<file path="src/rtl/ent_pkg.sv">
package ent_pkg;
    localparam int unsigned ADDR_W = 4;

    // register offsets
    localparam logic [ADDR_W-1:0] OFF_CTRL = 4'h0;
    localparam logic [ADDR_W-1:0] OFF_STAT = 4'h4;
    localparam logic [ADDR_W-1:0] OFF_DATA = 4'h8;

    // control bit positions
    localparam int unsigned CB_EN  = 2;
    localparam int unsigned CB_IE  = 3;
    localparam int unsigned CB_CED = 5;

    // status bit positions
    localparam int unsigned SB_RDY  = 0;
    localparam int unsigned SB_CECS = 1;
    localparam int unsigned SB_SECS = 2;
    localparam int unsigned SB_CEIS = 5;
    localparam int unsigned SB_SEIS = 6;

    typedef struct packed {
        logic en;
        logic ie;
        logic ced;
        logic cecs;
        logic secs;
        logic ceis;
        logic seis;
    } csr_t;
endpackage

</file>
<file path="src/rtl/ent_stage.sv">
module ent_stage #(
    parameter int BATCH_W = 128
) (
    input  logic               clk,
    input  logic               rst_n,
    input  logic               in_valid,
    input  logic [BATCH_W-1:0] in_data,
    output logic               in_ready,
    input  logic               take,
    output logic               full,
    output logic [BATCH_W-1:0] data
);
    typedef struct packed {
        logic               full;
        logic [BATCH_W-1:0] data;
    } st_t;

    st_t d, q;

    always_comb begin
        d = q;
        if (take) begin
            d.full = 1'b0;
        end else if (in_valid && !q.full) begin
            d.full = 1'b1;
            d.data = in_data;
        end
    end

    always_ff @(posedge clk or negedge rst_n) begin
        if (!rst_n) q <= '0;
        else        q <= d;
    end

    assign in_ready = !q.full;
    assign full     = q.full;
    assign data     = q.data;
endmodule

</file>
<file path="src/rtl/ent_fifo.sv">
module ent_fifo #(
    parameter int WORD_W = 32,
    parameter int DEPTH  = 4
) (
    input  logic                    clk,
    input  logic                    rst_n,
    input  logic                    stage_full,
    input  logic [WORD_W*DEPTH-1:0] stage_data,
    input  logic                    hold,
    input  logic                    pop,
    output logic                    take,
    output logic [WORD_W-1:0]       head,
    output logic                    nonempty
);
    localparam int CNT_W = $clog2(DEPTH + 1);
    localparam int PTR_W = $clog2(DEPTH);

    typedef struct packed {
        logic [CNT_W-1:0]             cnt;
        logic [PTR_W-1:0]             ptr;
        logic [DEPTH-1:0][WORD_W-1:0] mem;
    } st_t;

    st_t d, q;
    logic [WORD_W-1:0] lane [DEPTH];

    // slice the batch, lowest word first
    for (genvar g = 0; g < DEPTH; g++) begin : g_lane
        assign lane[g] = stage_data[g*WORD_W +: WORD_W];
    end

    assign take     = (q.cnt == '0) && stage_full && !hold;
    assign nonempty = (q.cnt != '0);
    assign head     = q.mem[q.ptr];

    always_comb begin
        d = q;
        if (take) begin
            for (int i = 0; i < DEPTH; i++) d.mem[i] = lane[i];
            d.cnt = CNT_W'(DEPTH);
            d.ptr = '0;
        end else if (pop && nonempty) begin
            d.cnt = q.cnt - 1'b1;
            d.ptr = q.ptr + 1'b1;
        end
    end

    always_ff @(posedge clk or negedge rst_n) begin
        if (!rst_n) q <= '0;
        else        q <= d;
    end
endmodule

</file>
<file path="src/rtl/ent_csr.sv">
module ent_csr import ent_pkg::*; #(
    parameter int WORD_W = 32
) (
    input  logic              clk,
    input  logic              rst_n,
    input  logic              wr_ctrl,
    input  logic              wr_stat,
    input  logic [WORD_W-1:0] wdata,
    input  logic              seed_err,
    input  logic              clk_err,
    input  logic              drdy,
    output csr_t              regs,
    output logic              irq
);
    csr_t d, q;

    always_comb begin
        d = q;
        if (wr_ctrl) begin
            d.en = wdata[CB_EN];
            d.ie = wdata[CB_IE];
            if (!q.en) d.ced = wdata[CB_CED];
        end
        d.cecs = clk_err & ~q.ced;
        d.secs = seed_err;
        if (wr_stat && !wdata[SB_CEIS]) d.ceis = 1'b0;
        if (wr_stat && !wdata[SB_SEIS]) d.seis = 1'b0;
        // a new event wins over a clear in the same cycle
        if (d.cecs && !q.cecs) d.ceis = 1'b1;
        if (d.secs && !q.secs) d.seis = 1'b1;
    end

    always_ff @(posedge clk or negedge rst_n) begin
        if (!rst_n) q <= '0;
        else        q <= d;
    end

    assign regs = q;
    assign irq  = q.en & q.ie & (drdy | q.ceis | q.seis);
endmodule

</file>
<file path="src/rtl/entropy_outbuf.sv">
module entropy_outbuf import ent_pkg::*; #(
    parameter int WORD_W = 32,
    parameter int DEPTH  = 4
) (
    input  logic                    clk,
    input  logic                    rst_n,
    input  logic                    up_valid,
    input  logic [WORD_W*DEPTH-1:0] up_data,
    output logic                    up_ready,
    output logic                    round_req,
    input  logic                    seed_fault,
    input  logic                    clk_fault,
    output logic                    noise_en,
    input  logic                    bus_wr,
    input  logic                    bus_rd,
    input  logic [ADDR_W-1:0]       bus_addr,
    input  logic [WORD_W-1:0]       bus_wdata,
    output logic [WORD_W-1:0]       bus_rdata
    ,
    output logic                    irq
);
    localparam int BATCH_W = WORD_W * DEPTH;

    logic               stage_full;
    logic [BATCH_W-1:0] stage_data;
    logic               take;
    logic [WORD_W-1:0]  head;
    logic               drdy;
    logic               pop;
    csr_t               regs;
    logic [WORD_W-1:0]  ctrl_img, stat_img;
    logic [WORD_W-1:0]  rdata_d, rdata_q;

    assign pop = bus_rd && (bus_addr == OFF_DATA) && drdy;

    ent_stage #(.BATCH_W(BATCH_W)) u_stage (
        .clk(clk), .rst_n(rst_n),
        .in_valid(up_valid), .in_data(up_data), .in_ready(up_ready),
        .take(take), .full(stage_full), .data(stage_data)
    );

    ent_fifo #(.WORD_W(WORD_W), .DEPTH(DEPTH)) u_fifo (
        .clk(clk), .rst_n(rst_n),
        .stage_full(stage_full), .stage_data(stage_data),
        .hold(regs.secs), .pop(pop),
        .take(take), .head(head), .nonempty(drdy)
    );

    ent_csr #(.WORD_W(WORD_W)) u_csr (
        .clk(clk), .rst_n(rst_n),
        .wr_ctrl(bus_wr && (bus_addr == OFF_CTRL)),
        .wr_stat(bus_wr && (bus_addr == OFF_STAT)),
        .wdata(bus_wdata),
        .seed_err(seed_fault), .clk_err(clk_fault), .drdy(drdy),
        .regs(regs), .irq(irq)
    );

    always_comb begin
        ctrl_img          = '0;
        ctrl_img[CB_EN]   = regs.en;
        ctrl_img[CB_IE]   = regs.ie;
        ctrl_img[CB_CED]  = regs.ced;
        stat_img          = '0;
        stat_img[SB_RDY]  = drdy;
        stat_img[SB_CECS] = regs.cecs;
        stat_img[SB_SECS] = regs.secs;
        stat_img[SB_CEIS] = regs.ceis;
        stat_img[SB_SEIS] = regs.seis;
    end

    always_comb begin
        rdata_d = rdata_q;
        if (bus_rd) begin
            case (bus_addr)
                OFF_CTRL: rdata_d = ctrl_img;
                OFF_STAT: rdata_d = stat_img;
                OFF_DATA: rdata_d = drdy ? head : '0;
                default:  rdata_d = '0;
            endcase
        end
    end

    always_ff @(posedge clk or negedge rst_n) begin
        if (!rst_n) rdata_q <= '0;
        else        rdata_q <= rdata_d;
    end

    assign bus_rdata = rdata_q;
    assign round_req = take;
    assign noise_en  = regs.en;
endmodule

</file>
<file path="config.mk">
export PLATFORM = sky130hd
export DESIGN_NAME = entropy_outbuf
export DESIGN_NICKNAME = d
export VERILOG_FILES = /design/src/rtl/ent_pkg.sv /design/src/rtl/ent_stage.sv /design/src/rtl/ent_fifo.sv /design/src/rtl/ent_csr.sv /design/src/rtl/entropy_outbuf.sv
export SDC_FILE = /design/constraint.sdc
export NUM_CORES = 1
export LEC_CHECK = 0
export ABC_CLOCK_PERIOD_IN_PS = 2300
export BUFFER_PORTS_ARGS = -buffer_cell sky130_fd_sc_hd__buf_2
export CAP_MARGIN = 10
export CORE_MARGIN = 2
export CORE_UTILIZATION = 40
export DETAILED_ROUTE_END_ITERATION = 8
export HOLD_SLACK_MARGIN = 0.12
export PLACE_DENSITY_LB_ADDON = 0.2
export RECOVER_POWER = 100
export SLEW_MARGIN = 20
export SYNTH_ARGS = -nofsm -noshare
export SYNTH_HDL_FRONTEND = slang
export SYNTH_SLANG_ARGS = --single-unit
export TNS_END_PERCENT = 20
</file>
<file path="constraint.sdc">
create_clock -name clk -period 2.3 [get_ports clk]
set_input_delay 0.345 -clock clk [delete_from_list [all_inputs] [get_ports clk]]
set_output_delay 0.345 -clock clk [all_outputs]
set_load 0.005 [all_outputs]
</file>
Word-level counts from Yosys, hierarchy flattened:

Index checks and enable logic that the tools add are counted.

* logic and storage cells: 67
* flip-flop bits (word level): 301
* output and inout port bits: 36

* order comparisons: 1
* reduce and logical (&&, ||, !) cells: 26
* equal/unequal tests: 2
* $add $sub $neg: 2
* mux-type cells: 12
* bitwise logic cells: 8

Operator list (count)
* two-way mux 129 bit: 1
* one-hot mux 32 bit (3 select lines): 1
* binary-select mux 32 bit (select 2 bit): 1
* two-way mux 32 bit: 2
* logical AND 1 bit: 12
* two-way mux 5 bit: 2
* nonzero test 2 bit: 4
* zero test 1 bit: 5
* two-way mux 1 bit: 5
* == test 4 x 3 -> 1 bit, second input constant: 1
* == test 4 bit, second input constant: 1
* zero test 4 bit: 1
* AND reduction 2 bit: 2
* bitwise AND 1 bit: 3
* zero test 3 bit: 1
* < comparator 2 x 3 -> 1 bit, second input constant: 1
* inverter 1 bit: 3
* nonzero test 3 bit: 1
* subtractor 3 x 1 -> 3 bit, second input constant: 1
* adder 2 x 1 -> 2 bit, second input constant: 1
* bitwise OR 1 bit: 2

Longest topological paths before layout:

* depth after elaboration: 6
* depth in mapped cells: 9
* mapped depth without buffers: 6

Modules after synthesis:

Synthesis repeated with hierarchy kept, for this count alone.

* cells, all modules: 724
* area, all modules: 12525.8 um^2

Modules (own cells, without submodules)
* ent_fifo: instances 1, cells an instance 340, area an instance 6127.1 um^2
* ent_stage: instances 1, cells an instance 275, area an instance 4854.7 um^2
* entropy_outbuf: instances 1, cells an instance 90, area an instance 1263.7 um^2
* ent_csr: instances 1, cells an instance 19, area an instance 280.3 um^2

Worst setup path after synthesis:

Ideal clock, no wire load.

* path kind: reg-to-reg
* start point: reg u_fifo.q[128] (netlist bit)
* end point: reg rdata_q[10], in the netlist bus_rdata[10]
* buffers on the path: 2
* slack: 649 ps
* stages on the path, launching flop included: 5
* data required time: 2179 ps
* arrival time: 1530 ps
* library setup time: 121 ps
* period minus slack after synthesis: 1651 ps
* cells stage by stage: dfrtp_1 -> buf_2 -> buf_2 -> mux4_2 -> a22o_1

* word-level cells in the longest chain between the ends: 4

Ends and longest elaborated chain
* start, declared: RTL line ent_fifo.sv:24 `st_t d, q;`
* start signal, assigned: RTL line ent_fifo.sv:49 `if (!rst_n) q <= '0;`
* start signal, assigned: RTL line ent_fifo.sv:50 `else q <= d;`
* binary-select mux 32 bit (select 2 bit): RTL line ent_fifo.sv:34 `assign head = q.mem[q.ptr];`
* two-way mux 32 bit (implied by the code): RTL line ent_fifo.sv:34
* two-way mux 32 bit: RTL line entropy_outbuf.sv:77 `OFF_DATA: rdata_d = drdy ? head : '0;`
* one-hot mux 32 bit (3 select lines): RTL line entropy_outbuf.sv:74 `case (bus_addr)`
* end signal, assigned: RTL line entropy_outbuf.sv:85 `else rdata_q <= rdata_d;`
* end, declared: RTL line entropy_outbuf.sv:32 `logic [WORD_W-1:0] rdata_d, rdata_q;`

Every way passes these cells. The select of a mux whose other input is x is not followed.
A chain may end at the register's enable or synchronous reset.

Final worst setup path:

* start point: reg u_fifo.q[130] (netlist bit)
* end point: out round_req

* word-level cells in the longest chain between the ends: 3

Ends and longest elaborated chain
* zero test 3 bit: RTL line ent_fifo.sv:32 `assign take = (q.cnt == '0) && stage_full && !hold;`
* logical AND 1 bit (2 in a row): RTL line ent_fifo.sv:32
* end, declared: RTL line entropy_outbuf.sv:10 `output logic round_req,`

Every way passes these cells.

==> impl_metrics.tcl <==
set metrics [dict create \
    avgSynthCellArea_sq_um 12.2 \
    cap_violations 0 \
    finalHoldViolCount 0 \
    clk_pin_slew_ns 0.06 \
    syn_nets 1167 \
    period_share_pct 90.5 \
    netlist_area_sq_um 12100 \
    nNetsFinal 1489 \
    rsz0062_at_grt "no" \
    first_pass_iters 6 \
    start_util_pct 40.7 \
    ys_ff_latch 301 \
    crit_start "u_fifo.q[130]" \
    slowest_stage "dfrtp_1" \
    power_mw 14.2 \
    drt_iter0_drc 439 \
    crit_family "buffers and inverters" \
    p_seq_share_pct 47.6 \
    clock_skew_ns 0.0166 \
    peakVddDrop_mv 0.615 \
    switchingPower_mw 3.57 \
    drive_above_1_share_pct 19.8 \
    clkPwrFrac_pct 37.0 \
    synth_flop_cell "dfrtp_1" \
    ys_seq_area_share_pct 62.2 \
    tightestPinTransition_ns 1.43 \
    drc 0 \
    die_x_um 178 \
    end_kind "primary output" \
    crit_arrival_ns 1.74 \
    ys_types 30 \
    cts-buffers-inserted 34 \
    power_frac_comb_pct 15.4 \
    total_leakage_power_nw 8.05 \
    ant_nets 0 \
    swShare_pct 25.2 \
    r2r-start "u_fifo.q[130]" \
    clockRootBuffer "clkbuf_16" \
    slew_headroom_pct 4.86 \
    grt_start_max_net_pins 133 \
    vias 8170 \
    yosys_warnings 0 \
    post-route-cell-area_sq_um 16000 \
    num_rows 63 \
    status "finished, final reports clean" \
    hp-class "in -> reg" \
    critPathLaunchType "flip-flop" \
    routed_wl_um 27500 \
    cts_sinks 301 \
    io_pins 207 \
    clk_path_buf_depth 3 \
    crit_path_cell_trace "inv_1 > ha_1 > nand4bb_4 > clkinv_8 > clkbuf_1" \
    setup_viol 0 \
    synthCells 994 \
    dpl_cell_area_sq_um 13700 \
    min_from "bus_rd" \
    wire_per_inst_um 15.9 \
    viasPerCell 4.73 \
    report.final.slew_viol_count 0 \
    die_h_um 178 \
    internal_power_mw 10.6 \
    gp_congestion 0.778 \
    clk_latency_ns 0.50 \
    htreeDepth 2 \
    grt_pass1_wl_um 44900 \
    grt_util_all_layers_pct 18.0 \
    cts_tree "done" \
    coreArea_sq_um 29700 \
    async_reset_ff_share_pct 100 \
    antenna_found_initial 2 \
    synth_edf_count 0 \
    io_buffers 178 \
    syn2layout_area_growth_pct 32.1 \
    worst_ep_required_time_ns 1.96 \
    hpwl_um 17200 \
    cp_num_buf_inv 3 \
    dieArea_sq_um 31700 \
    overflow 0 \
    p_per_area_nw_per_um2 887 \
    first_global_vias 8516 \
    critPathKind "reg -> out" \
    fmax_mhz 480 \
    max_stage_delay_ns 0.39 \
    fin_tns_setup_ns 0 \
    critPathMaxFanout 29 \
    period_needed_ns 2.08 \
]
==> worst reg2reg max path: stages (launching register included) <==
cell	delay, ns
dfrtp_1	0.36
inv_1	0.07
ha_1	0.25
nor2b_1	0.21
nor4b_4	0.31
clkbuf_1	0.55
a221o_1	0.26
==> cells in the final DEF (no fill, tap or decap), types with 3 or more instances in the layout <==
cell / n
clkbuf_16: 37
nor3_1: 5
nand2b_1: 4
clkbuf_1: 40
clkbuf_8: 10
o21ai_0: 3
dlygate4sd3_1: 136
buf_6: 4
nand2_1: 388
buf_12: 8
inv_1: 7
mux4_2: 32
nor2_1: 5
buf_2: 149
clkbuf_2: 8
mux2i_1: 7
mux2_1: 131
a221o_1: 5
dfrtp_1: 299
a22o_1: 26
buf_4: 8
==> final timing paths <==
path	depth (start not counted)	slack, ns	end
max reg2reg	6	0.23	bus_rdata[0]
min in group asynchronous	2	0.72	u_stage.data[35]
max	5	0.22	round_req
max in group asynchronous	4	0.40	u_stage.data[51]
min	3	0.29	bus_rdata[1]
min reg2reg	2	0.45	u_fifo.q[38]
==> synth_stat cells, types with 3 or more instances <==
library cell  instances  share of area, %
nand2_1             388                12
nor2_1                5              0.16
clkbuf_1             33               1.0
mux2i_1               7              0.58
buf_6                 4              0.37
dfrtp_1             301                62
buf_2                18              0.74
nor3_1                5              0.21
mux2_1              131                12
buf_1                 5              0.16
o21ai_1               3              0.12
nand2b_1              4              0.21
inv_1                 7              0.22
a221o_1               5              0.41
a22o_1               26               1.9
mux4_2               32               6.0
==> repair_timing <==
action / CTS / global route
resized for setup: 1 / 2
hold buffers: 136 / 0
hold endpoints to repair: 181 / 0
setup endpoints to repair: 1 / 1
setup buffers: 0 / 0
==> state kept, by name (all words and copies together), names as in the netlist <==
signal,cells
bus_rdata,32
u_csr.regs,7
u_fifo.q,133
u_stage.data,128
u_stage.full,1
==> per-layer routing <==
metal	track usage, %	part of all wire, %	vias to the layer above
met5	0	0	-
met4	5.19	2.1	0
met3	3.77	4.9	42
met2	28.9	47	162
met1	24.7	46	4000
li1	-	-	3966
==> final cells by class <==
| cell class | count | area [sq um] |
|---|---|---|
| Clock inverter | 2 | 10.0 |
| Inverter | 8 | 42.5 |
| Tap cell | 390 | 488 |
| Fill cell | 2541 | 13700 |
| Clock buffer | 54 | 1090 |
| Antenna cell | 2 | 5.00 |
| Multi-Input combinational cell | 625 | 4290 |
| Sequential cell | 301 | 7530 |
| Timing Repair Buffer | 346 | 2540 |
==> kinds of logic (layout without fill, tap and decap cells) <==
family	Yosys count	count (layout)	share of synthesized area, %
adders and majority gates	2	2	0.207
and+or+nand+nor	415	415	13.6
AOI/OAI and AO/OA	38	38	2.70
muxes	170	170	18.7
DFF	301	301	62.2
other	0	2	0
buffers and inverters	68	410	2.54
==> per-stage QoR <==
step           instances  hold slack, ns  worst slack, ns  utilization [%]
2_1_floorplan        994          0.0494            0.649                -
3_3_place_gp        1534           0.310            0.482             46.0
3_5_place_dp        1534           0.314            0.434             46.0
4_1_cts             1726           0.267           0.0661             54.3
5_1_grt             1728           0.294           0.0353             53.8
6_report            1728           0.290            0.219             53.8
==> power groups by stage <==
stage | combinational [mW] | sequential, mW | clock (mW)
5_1_grt | 2.46 | 6.89 | 5.64
6_report | 2.18 | 6.76 | 5.25
3_3_place_gp | 2.03 | 6.83 | 0
2_1_floorplan | 1.49 | 6.57 | 0
3_5_place_dp | 2.07 | 6.85 | 0
4_1_cts | 2.26 | 6.76 | 5.42
Note: power is estimated with default switching activity, not from simulation.
